`config.mk`:
```
export PLATFORM = sky130hd
export DESIGN_NAME = i2c_ptr_target
export DESIGN_NICKNAME = d
export VERILOG_FILES = /design/src/rtl/i2c_tgt_pkg.sv /design/src/rtl/i2c_tgt_sync.sv /design/src/rtl/i2c_tgt_ctrl.sv /design/src/rtl/i2c_ptr_target.sv
export SDC_FILE = /design/constraint.sdc
export NUM_CORES = 1
export LEC_CHECK = 0
export CAP_MARGIN = 10
export CORE_ASPECT_RATIO = 1.1
export CORE_MARGIN = 4
export CORE_UTILIZATION = 60
export CTS_CLUSTER_SIZE = 30
export DETAILED_ROUTE_END_ITERATION = 12
export DONT_BUFFER_PORTS = 1
export PLACE_DENSITY = 0.86
export SLEW_MARGIN = 20
export SYNTH_ARGS = -nofsm -noshare
export SYNTH_HDL_FRONTEND = slang
export SYNTH_SLANG_ARGS = --single-unit
```
`constraint.sdc`:
```
create_clock -name clk -period 2.4 [get_ports clk]
set_input_delay 0.24 -clock clk [delete_from_list [all_inputs] [get_ports clk]]
set_output_delay 0.24 -clock clk [all_outputs]
set_load 0.02 [all_outputs]
```
`src/rtl/i2c_tgt_pkg.sv`:
```
package i2c_tgt_pkg;
  localparam int BYTE_W = 8;

  typedef enum logic [2:0] {
    ST_IDLE,
    ST_ADDR,
    ST_PTR,
    ST_WR,
    ST_ACK,
    ST_TX,
    ST_RACK,
    ST_IGN
  } tgt_state_t;
endpackage

```
`src/rtl/i2c_tgt_sync.sv`:
```
module i2c_tgt_sync #(
  parameter int STAGES = 2
) (
  input  logic clk,
  input  logic rst,
  input  logic scl_in,
  input  logic sda_in,
  output logic sda_lvl,
  output logic scl_rise,
  output logic scl_fall,
  output logic start_det,
  output logic stop_det
);
  logic scl_lvl;
  logic scl_q;
  logic sda_q;

  generate
    if (STAGES < 2) begin : g_one
      logic scl_r, sda_r;
      always_ff @(posedge clk) begin
        if (rst) begin
          scl_r <= 1'b1;
          sda_r <= 1'b1;
        end else begin
          scl_r <= scl_in;
          sda_r <= sda_in;
        end
      end
      assign scl_lvl = scl_r;
      assign sda_lvl = sda_r;
    end else begin : g_chain
      logic [STAGES-1:0] scl_sh, sda_sh;
      always_ff @(posedge clk) begin
        if (rst) begin
          scl_sh <= '1;
          sda_sh <= '1;
        end else begin
          scl_sh <= {scl_sh[STAGES-2:0], scl_in};
          sda_sh <= {sda_sh[STAGES-2:0], sda_in};
        end
      end
      assign scl_lvl = scl_sh[STAGES-1];
      assign sda_lvl = sda_sh[STAGES-1];
    end
  endgenerate

  always_ff @(posedge clk) begin
    if (rst) begin
      scl_q <= 1'b1;
      sda_q <= 1'b1;
    end else begin
      scl_q <= scl_lvl;
      sda_q <= sda_lvl;
    end
  end

  assign scl_rise  = scl_lvl & ~scl_q;
  assign scl_fall  = ~scl_lvl & scl_q;
  assign start_det = scl_lvl & scl_q & sda_q & ~sda_lvl;
  assign stop_det  = scl_lvl & scl_q & ~sda_q & sda_lvl;
endmodule

```
`src/rtl/i2c_tgt_ctrl.sv`:
```
module i2c_tgt_ctrl
  import i2c_tgt_pkg::*;
#(
  parameter logic [6:0] TARGET_ADDR = 7'b1101000,
  parameter int         PTR_W       = 6
) (
  input  logic              clk,
  input  logic              rst,
  input  logic              sda_lvl,
  input  logic              scl_rise,
  input  logic              scl_fall,
  input  logic              start_det,
  input  logic              stop_det,
  input  logic [BYTE_W-1:0] reg_rdata,
  output logic              sda_oe,
  output logic              reg_we,
  output logic [PTR_W-1:0]  reg_addr,
  output logic [BYTE_W-1:0] reg_wdata
);
  localparam int              CNT_W    = $clog2(BYTE_W + 1);
  localparam logic [CNT_W-1:0] FULL    = CNT_W'(BYTE_W);
  localparam logic [CNT_W-1:0] CNT_ONE = CNT_W'(1);
  localparam logic [PTR_W-1:0] PTR_ONE = PTR_W'(1);

  tgt_state_t        state, nxt;
  logic [CNT_W-1:0]  bitcnt;
  logic [BYTE_W-1:0] rxsh, txsh;
  logic [PTR_W-1:0]  ptr;
  logic              mack;

  assign reg_addr = ptr;

  always_ff @(posedge clk) begin
    if (rst) begin
      state     <= ST_IDLE;
      nxt       <= ST_IDLE;
      bitcnt    <= '0;
      rxsh      <= '0;
      txsh      <= '0;
      ptr       <= '0;
      mack      <= 1'b0;
      sda_oe    <= 1'b0;
      reg_we    <= 1'b0;
      reg_wdata <= '0;
    end else begin
      reg_we <= 1'b0;
      if (reg_we) ptr <= ptr + PTR_ONE;

      if (start_det) begin
        state  <= ST_ADDR;
        bitcnt <= '0;
        sda_oe <= 1'b0;
      end else if (stop_det) begin
        state  <= ST_IDLE;
        bitcnt <= '0;
        sda_oe <= 1'b0;
      end else begin
        unique case (state)
          ST_ADDR, ST_PTR, ST_WR: begin
            if (scl_rise && bitcnt < FULL) begin
              rxsh   <= {rxsh[BYTE_W-2:0], sda_lvl};
              bitcnt <= bitcnt + CNT_ONE;
            end else if (scl_fall && bitcnt == FULL) begin
              bitcnt <= '0;
              if (state == ST_ADDR) begin
                if (rxsh[BYTE_W-1:1] == TARGET_ADDR) begin
                  sda_oe <= 1'b1;
                  state  <= ST_ACK;
                  nxt    <= rxsh[0] ? ST_TX : ST_PTR;
                end else begin
                  state <= ST_IGN;
                end
              end else if (state == ST_PTR) begin
                ptr    <= rxsh[PTR_W-1:0];
                sda_oe <= 1'b1;
                state  <= ST_ACK;
                nxt    <= ST_WR;
              end else begin
                reg_we    <= 1'b1;
                reg_wdata <= rxsh;
                sda_oe    <= 1'b1;
                state     <= ST_ACK;
                nxt       <= ST_WR;
              end
            end
          end
          ST_ACK: begin
            if (scl_fall) begin
              bitcnt <= '0;
              if (nxt == ST_TX) begin
                sda_oe <= ~reg_rdata[BYTE_W-1];
                txsh   <= {reg_rdata[BYTE_W-2:0], 1'b0};
                ptr    <= ptr + PTR_ONE;
                state  <= ST_TX;
              end else begin
                sda_oe <= 1'b0;
                state  <= nxt;
              end
            end
          end
          ST_TX: begin
            if (scl_rise) begin
              bitcnt <= bitcnt + CNT_ONE;
            end else if (scl_fall) begin
              if (bitcnt == FULL) begin
                sda_oe <= 1'b0;
                bitcnt <= '0;
                state  <= ST_RACK;
              end else begin
                sda_oe <= ~txsh[BYTE_W-1];
                txsh   <= {txsh[BYTE_W-2:0], 1'b0};
              end
            end
          end
          ST_RACK: begin
            if (scl_rise) begin
              mack <= ~sda_lvl;
            end else if (scl_fall) begin
              if (mack) begin
                sda_oe <= ~reg_rdata[BYTE_W-1];
                txsh   <= {reg_rdata[BYTE_W-2:0], 1'b0};
                ptr    <= ptr + PTR_ONE;
                bitcnt <= '0;
                state  <= ST_TX;
              end else begin
                state <= ST_IGN;
              end
            end
          end
          default: begin
          end
        endcase
      end
    end
  end
endmodule

```
`src/rtl/i2c_ptr_target.sv`:
```
module i2c_ptr_target
  import i2c_tgt_pkg::*;
#(
  parameter logic [6:0] TARGET_ADDR = 7'b1101000,
  parameter int         PTR_W       = 6,
  parameter int         SYNC_STAGES = 2
) (
  input  logic              clk,
  input  logic              rst,
  input  logic              scl_i,
  input  logic              sda_i,
  output logic              sda_oe,
  output logic              reg_we,
  output logic [PTR_W-1:0]  reg_addr,
  output logic [BYTE_W-1:0] reg_wdata,
  input  logic [BYTE_W-1:0] reg_rdata
);
  logic sda_lvl, scl_rise, scl_fall, start_det, stop_det;

  i2c_tgt_sync #(.STAGES(SYNC_STAGES)) u_sync (
    .clk      (clk),
    .rst      (rst),
    .scl_in   (scl_i),
    .sda_in   (sda_i),
    .sda_lvl  (sda_lvl),
    .scl_rise (scl_rise),
    .scl_fall (scl_fall),
    .start_det(start_det),
    .stop_det (stop_det)
  );

  i2c_tgt_ctrl #(.TARGET_ADDR(TARGET_ADDR), .PTR_W(PTR_W)) u_ctrl (
    .clk      (clk),
    .rst      (rst),
    .sda_lvl  (sda_lvl),
    .scl_rise (scl_rise),
    .scl_fall (scl_fall),
    .start_det(start_det),
    .stop_det (stop_det),
    .reg_rdata(reg_rdata),
    .sda_oe   (sda_oe),
    .reg_we   (reg_we),
    .reg_addr (reg_addr),
    .reg_wdata(reg_wdata)
  );
endmodule

```
==> reports/summary.md <==
The placeable core region is 4024 um^2. Setup repair after global routing left no endpoint under its margin. In this run, the number of DRC markers left after iteration 0 of detailed routing was 149. The actual transition at the worst max-transition pin is 714.1 ps, and the number of synthesized flops with an enable pin is 0.

In this run the vertical extent of the chip is 76.34 um. In this design, the largest share of critical-path delay is due to compound AO/OA/AOI/OAI gates. Clock-pin slew was measured on the worst setup and hold paths at 90 ps. Once the floorplan was initialized, standard cells occupied 63.31% of the core.

In this run the remaining antenna-violating nets after routing total 0. The synthesized netlist devotes 1.473% of its cell area to adder and majority cells. The slowest stage of the critical path belongs to the cell sky130_fd_sc_hd__dfxtp_1.

The power per standard cell area is 534.5 nW/um^2. Entering global routing, the biggest net connects 23 pins. The analysis attributes to cell leakage a power of 0.9604 nW. The via count of the first global-routing pass was 2,111; the total number of H-tree levels was 2. The floorplan has 24 rows. Final antenna diode count: 0.

The library cell appearing most often on the critical path is sky130_fd_sc_hd__a221o_1. Placer's final routability congestion estimate: 0.9405. The count of nets after finishing was 297. Count of cells along the worst hold path: 1. For this block, the routed nets add up to 6006 um of wire.

Top flip-flop cell by instance count after synthesis: sky130_fd_sc_hd__dfxtp_1. Detailed routing inserted a total of 2,181 vias. Type of the worst min-delay path: in2reg. Global routing used 23.67% of the available tracks across all layers. The tools report the max-slew violation count as 0. The flow ran to the end, and the final reports show no timing, DRC or antenna violations. The synthesized netlist devotes 3.438% of its cell area to XOR and XNOR gates. TritonCTS built the clock tree. The run gives 28 as the I/O pin count.

The cell area after layout was 2706 um^2; the delay contributed by the slowest stage of the critical path was 720 ps. The largest family of logic cells by synthesized area is simple AND/OR/NAND/NOR gates. For this run the aggregate overflow at the end of global routing stands at 0.

The endpoint of the most critical register-to-register path is u_ctrl.state[0]. Synthesized netlist net count: 300. The die outline width was 70.13 um. Data arrives at the worst endpoint at 2400 ps. Mux cell area share after synthesis: 9.479%. The mapped netlist covers 2547 um^2. Yosys attributes the largest share of cell area to sky130_fd_sc_hd__dfxtp_1, sky130_fd_sc_hd__mux2i_1, sky130_fd_sc_hd__nor2_1. The sequential element share of the synthesized area is 37.72%. The worst setup path is launched from a flop. The run gives 0 as the count of instances resized after the clock tree is built.

The final-layout setup total negative slack came out at 0 ps. Each instance of the synthesized netlist takes up on average 8.938 um^2. The area of placed instances is 2559 um^2, and the half-perimeter wire length of the detailed placement result is 4002 um.

The buffers plus inverters on the worst setup path works out to 0. After detailed routing, the average wire length per cell comes to 17.93 um. Clock latency on the worst-skew pair, taken at its later pin, is 300 ps. The simple-gate share of the synthesized area is 21.81%.

Across the VDD grid, the largest voltage drop is 0.0003827 V. The top cell type by area accounts for 37.72% of the synthesized area. The tools report the critical register-to-register path startpoint as u_ctrl.state[2]. Yosys printed 0 warnings.

The worst hold path begins at rst. In the final layout, the share of cells above drive strength 1 is 10.95%. The area fraction in compound gates after synthesis was 21.81%. The type of the setup path with the least slack is reg2reg. For the remaining max-slew budget at the tightest pin, the log shows 52.24%. For this run, asynchronously set or reset flops after synthesis account for 0%.

The die covers 5353 um^2. First-pass GRT wire length: 10,330 um. In this run, synthesis produced a sequential element count of 48.

The run gives 0 as the number of antenna violations at the first check in global routing. Setup violations remaining at the end of the flow were counted as 0. The run gives 0 as the max-capacitance violation count. Dividing the final minimum period by the clock period gives 89.95%.

The capturing element type of the critical path is a flop. The synthesized design spends more area on one cell type than any other, namely sky130_fd_sc_hd__dfxtp_1. The logs give 2 for the maximum root-to-sink buffer count and 5 for the total CTS buffers.

In the routed design, unresolved DRC markers number 0. The area growth from synthesis to layout was 6.238%; the via density per instance was 6.510. The number of different library cells used by synthesis comes to 60.

Of all nets on the critical path, the largest fanout is 17. The critical path goes through nor2b_1, a2bb2oi_1, a221o_1, a221o_1, a21oi_2. The depth of the worst register-to-register path is 5, and the data required time at the worst endpoint is 2640 ps. Port buffering added 0 buffers. The number of sinks handled by clock tree synthesis was 48; the worst clock skew was 6.754 ps. The root cell of the clock tree was sky130_fd_sc_hd__clkbuf_8. The terminating pin of the worst hold path is u_ctrl.rxsh[5]. Counting every instance in the synthesized netlist gives 285.

In this run the register-to-register setup slack is 240 ps. The smallest clock period supported by the final layout is computed as 2159 ps. Derived from the worst setup path, the maximum achievable clock frequency is 463.2 MHz.

For this run, the detailed router's first-pass iteration total came to 5. The tools report the final hold violation count as 0.
==> kinds of logic (layout without fill, tap and decap cells) <==
group                      Yosys count  in the layout
xor gates and xnor gates            10             10
adders and majority gates            3              3
muxes                               24             24
and+or+nand+nor                    103            103
AOI/OAI and AO/OA                   73             73
buffers and inverters               24             22
DFF                                 48             48
==> through the flow <==
| step | std cells | setup slack, ps | utilization (%) | total power (W) | hold slack, ps |
|---|---|---|---|---|---|
| global placement | 323 | 402.6 | 63.59 | 0.0008738 | 306.8 |
| CTS | 334 | 286.6 | 67.01 | 0.001448 | 0.2670 |
| detailed placement | 323 | 343.3 | 63.59 | 0.0008743 | 307.8 |
| finish | 335 | 241.3 | 67.26 | 0.001446 | 8.524 |
| global route | 335 | 100.9 | 67.26 | 0.001505 | 4.492 |
| floorplan | 285 | 628.7 | - | 0.0008746 | 343.8 |
==> worst max path at each step <==
stage	startpoint	end	slack [ps]	cells after the start
2_1_floorplan	u_ctrl.bitcnt[0]	u_ctrl.state[0]	630	8
3_3_place_gp	u_ctrl.state[0]	u_ctrl.state[0]	400	5
4_1_cts	u_ctrl.state[2]	u_ctrl.state[0]	290	5
3_5_place_dp	u_ctrl.state[2]	u_ctrl.state[0]	340	5
6_report	u_ctrl.state[2]	u_ctrl.state[0]	240	5
5_1_grt	u_sync.scl_q	u_ctrl.txsh[3]	100	5
==> worst register-to-register path: cells and delay by family (launching register included) <==
family | cells | cell delay [ps]
compound gates | 4 | 990
flops | 1 | 720
simple gates | 1 | 380
==> final cells by class <==
type                    count  area [um^2]
clock buffers               6        72.57
repair buffers              7        62.56
inverters                   7        26.28
fillers                   324         1318
multi-input cells         213         1484
flip-flops and latches     48        960.9
clock inverters             2        35.03
well taps                  52        65.06
==> routing by layer <==
| layer | GRT usage [%] | vias to the layer above | part of all wire, % |
|---|---|---|---|
| met2 | 40.08 | 86 | 50 |
| li1 | - | 1038 | - |
| met4 | 9.004 | 0 | 2.5 |
| met1 | 28.77 | 1041 | 42 |
| met5 | 0 | - | 0 |
| met3 | 5.805 | 16 | 5.9 |
==> where the power goes <==
part | leakage, nW | internal, W | switching (W)
clock network | 0.0552 | 0.000309 | 0.000266
logic | 0.517 | 0.0000242 | 0.0000330
registers | 0.388 | 0.000802 | 0.0000121
==> synth_stat cells (2+ instances only) <==
| master | count |
|---|---|
| sky130_fd_sc_hd__a211oi_1 | 9 |
| sky130_fd_sc_hd__a21oi_1 | 16 |
| sky130_fd_sc_hd__a21oi_2 | 2 |
| sky130_fd_sc_hd__a221o_1 | 3 |
| sky130_fd_sc_hd__a22oi_1 | 4 |
| sky130_fd_sc_hd__a2bb2oi_1 | 2 |
| sky130_fd_sc_hd__a311oi_1 | 4 |
| sky130_fd_sc_hd__and2_1 | 3 |
| sky130_fd_sc_hd__and3_1 | 2 |
| sky130_fd_sc_hd__and3b_1 | 3 |
| sky130_fd_sc_hd__buf_2 | 9 |
| sky130_fd_sc_hd__clkbuf_1 | 7 |
| sky130_fd_sc_hd__dfxtp_1 | 48 |
| sky130_fd_sc_hd__ha_1 | 3 |
| sky130_fd_sc_hd__inv_1 | 6 |
| sky130_fd_sc_hd__mux2i_1 | 23 |
| sky130_fd_sc_hd__nand2_1 | 11 |
| sky130_fd_sc_hd__nand2b_1 | 7 |
| sky130_fd_sc_hd__nand3_1 | 10 |
| sky130_fd_sc_hd__nand3b_1 | 4 |
| sky130_fd_sc_hd__nand4_1 | 3 |
| sky130_fd_sc_hd__nor2_1 | 36 |
| sky130_fd_sc_hd__nor2b_1 | 5 |
| sky130_fd_sc_hd__nor3_1 | 2 |
| sky130_fd_sc_hd__nor3b_1 | 2 |
| sky130_fd_sc_hd__o21ai_0 | 12 |
| sky130_fd_sc_hd__o221ai_1 | 2 |
| sky130_fd_sc_hd__o41ai_2 | 2 |
| sky130_fd_sc_hd__or2_2 | 6 |
| sky130_fd_sc_hd__xnor2_1 | 7 |
| sky130_fd_sc_hd__xor2_1 | 3 |
==> flip-flops by register name (all words and copies together), names as in the netlist <==
name                   cells
u_ctrl.reg_wdata           8
u_sync.g_chain.sda_sh      2
u_sync.scl_q               1
u_ctrl.rxsh                8
u_sync.g_chain.scl_sh      2
u_ctrl.state               3
u_ctrl.nxt                 3
u_ctrl.txsh                7
u_ctrl.reg_addr            6
u_ctrl.sda_oe              1
u_ctrl.bitcnt              4
u_ctrl.mack                1
u_ctrl.reg_we              1
u_sync.sda_q               1
==> timing repair <==
| item | 4_1_cts | 5_1_grt |
|---|---|---|
| setup buffers | 0 | 0 |
| endpoints found under the hold margin | 17 | 6 |
| hold buffers | 3 | 1 |
==> cells in the final DEF (no fill, tap or decap), types with 2 or more instances in the layout <==
cell and instances:
sky130_fd_sc_hd__nand4_1 3, sky130_fd_sc_hd__clkbuf_8 5, sky130_fd_sc_hd__nand3b_1 4, sky130_fd_sc_hd__nor3_1 2, sky130_fd_sc_hd__a22oi_1 4, sky130_fd_sc_hd__buf_4 3
sky130_fd_sc_hd__a311oi_1 4, sky130_fd_sc_hd__a21oi_1 16, sky130_fd_sc_hd__o221ai_1 2, sky130_fd_sc_hd__nand2b_1 7, sky130_fd_sc_hd__nand2_1 11, sky130_fd_sc_hd__and3_1 2
sky130_fd_sc_hd__a221o_1 3, sky130_fd_sc_hd__o21ai_0 12, sky130_fd_sc_hd__xnor2_1 7, sky130_fd_sc_hd__nor4_2 2, sky130_fd_sc_hd__a2bb2oi_1 2, sky130_fd_sc_hd__xor2_1 3
sky130_fd_sc_hd__nor2b_1 5, sky130_fd_sc_hd__o41ai_2 2, sky130_fd_sc_hd__dfxtp_1 48, sky130_fd_sc_hd__and2_1 3, sky130_fd_sc_hd__and3b_1 3, sky130_fd_sc_hd__nor3b_1 2
sky130_fd_sc_hd__mux2i_1 23, sky130_fd_sc_hd__ha_1 3, sky130_fd_sc_hd__nand3_1 10, sky130_fd_sc_hd__dlygate4sd3_1 4, sky130_fd_sc_hd__inv_1 6, sky130_fd_sc_hd__a211oi_1 9
sky130_fd_sc_hd__or2_2 6, sky130_fd_sc_hd__a21oi_2 2, sky130_fd_sc_hd__nor2_1 36
No activity file was read; power rests on OpenSTA's default activity.
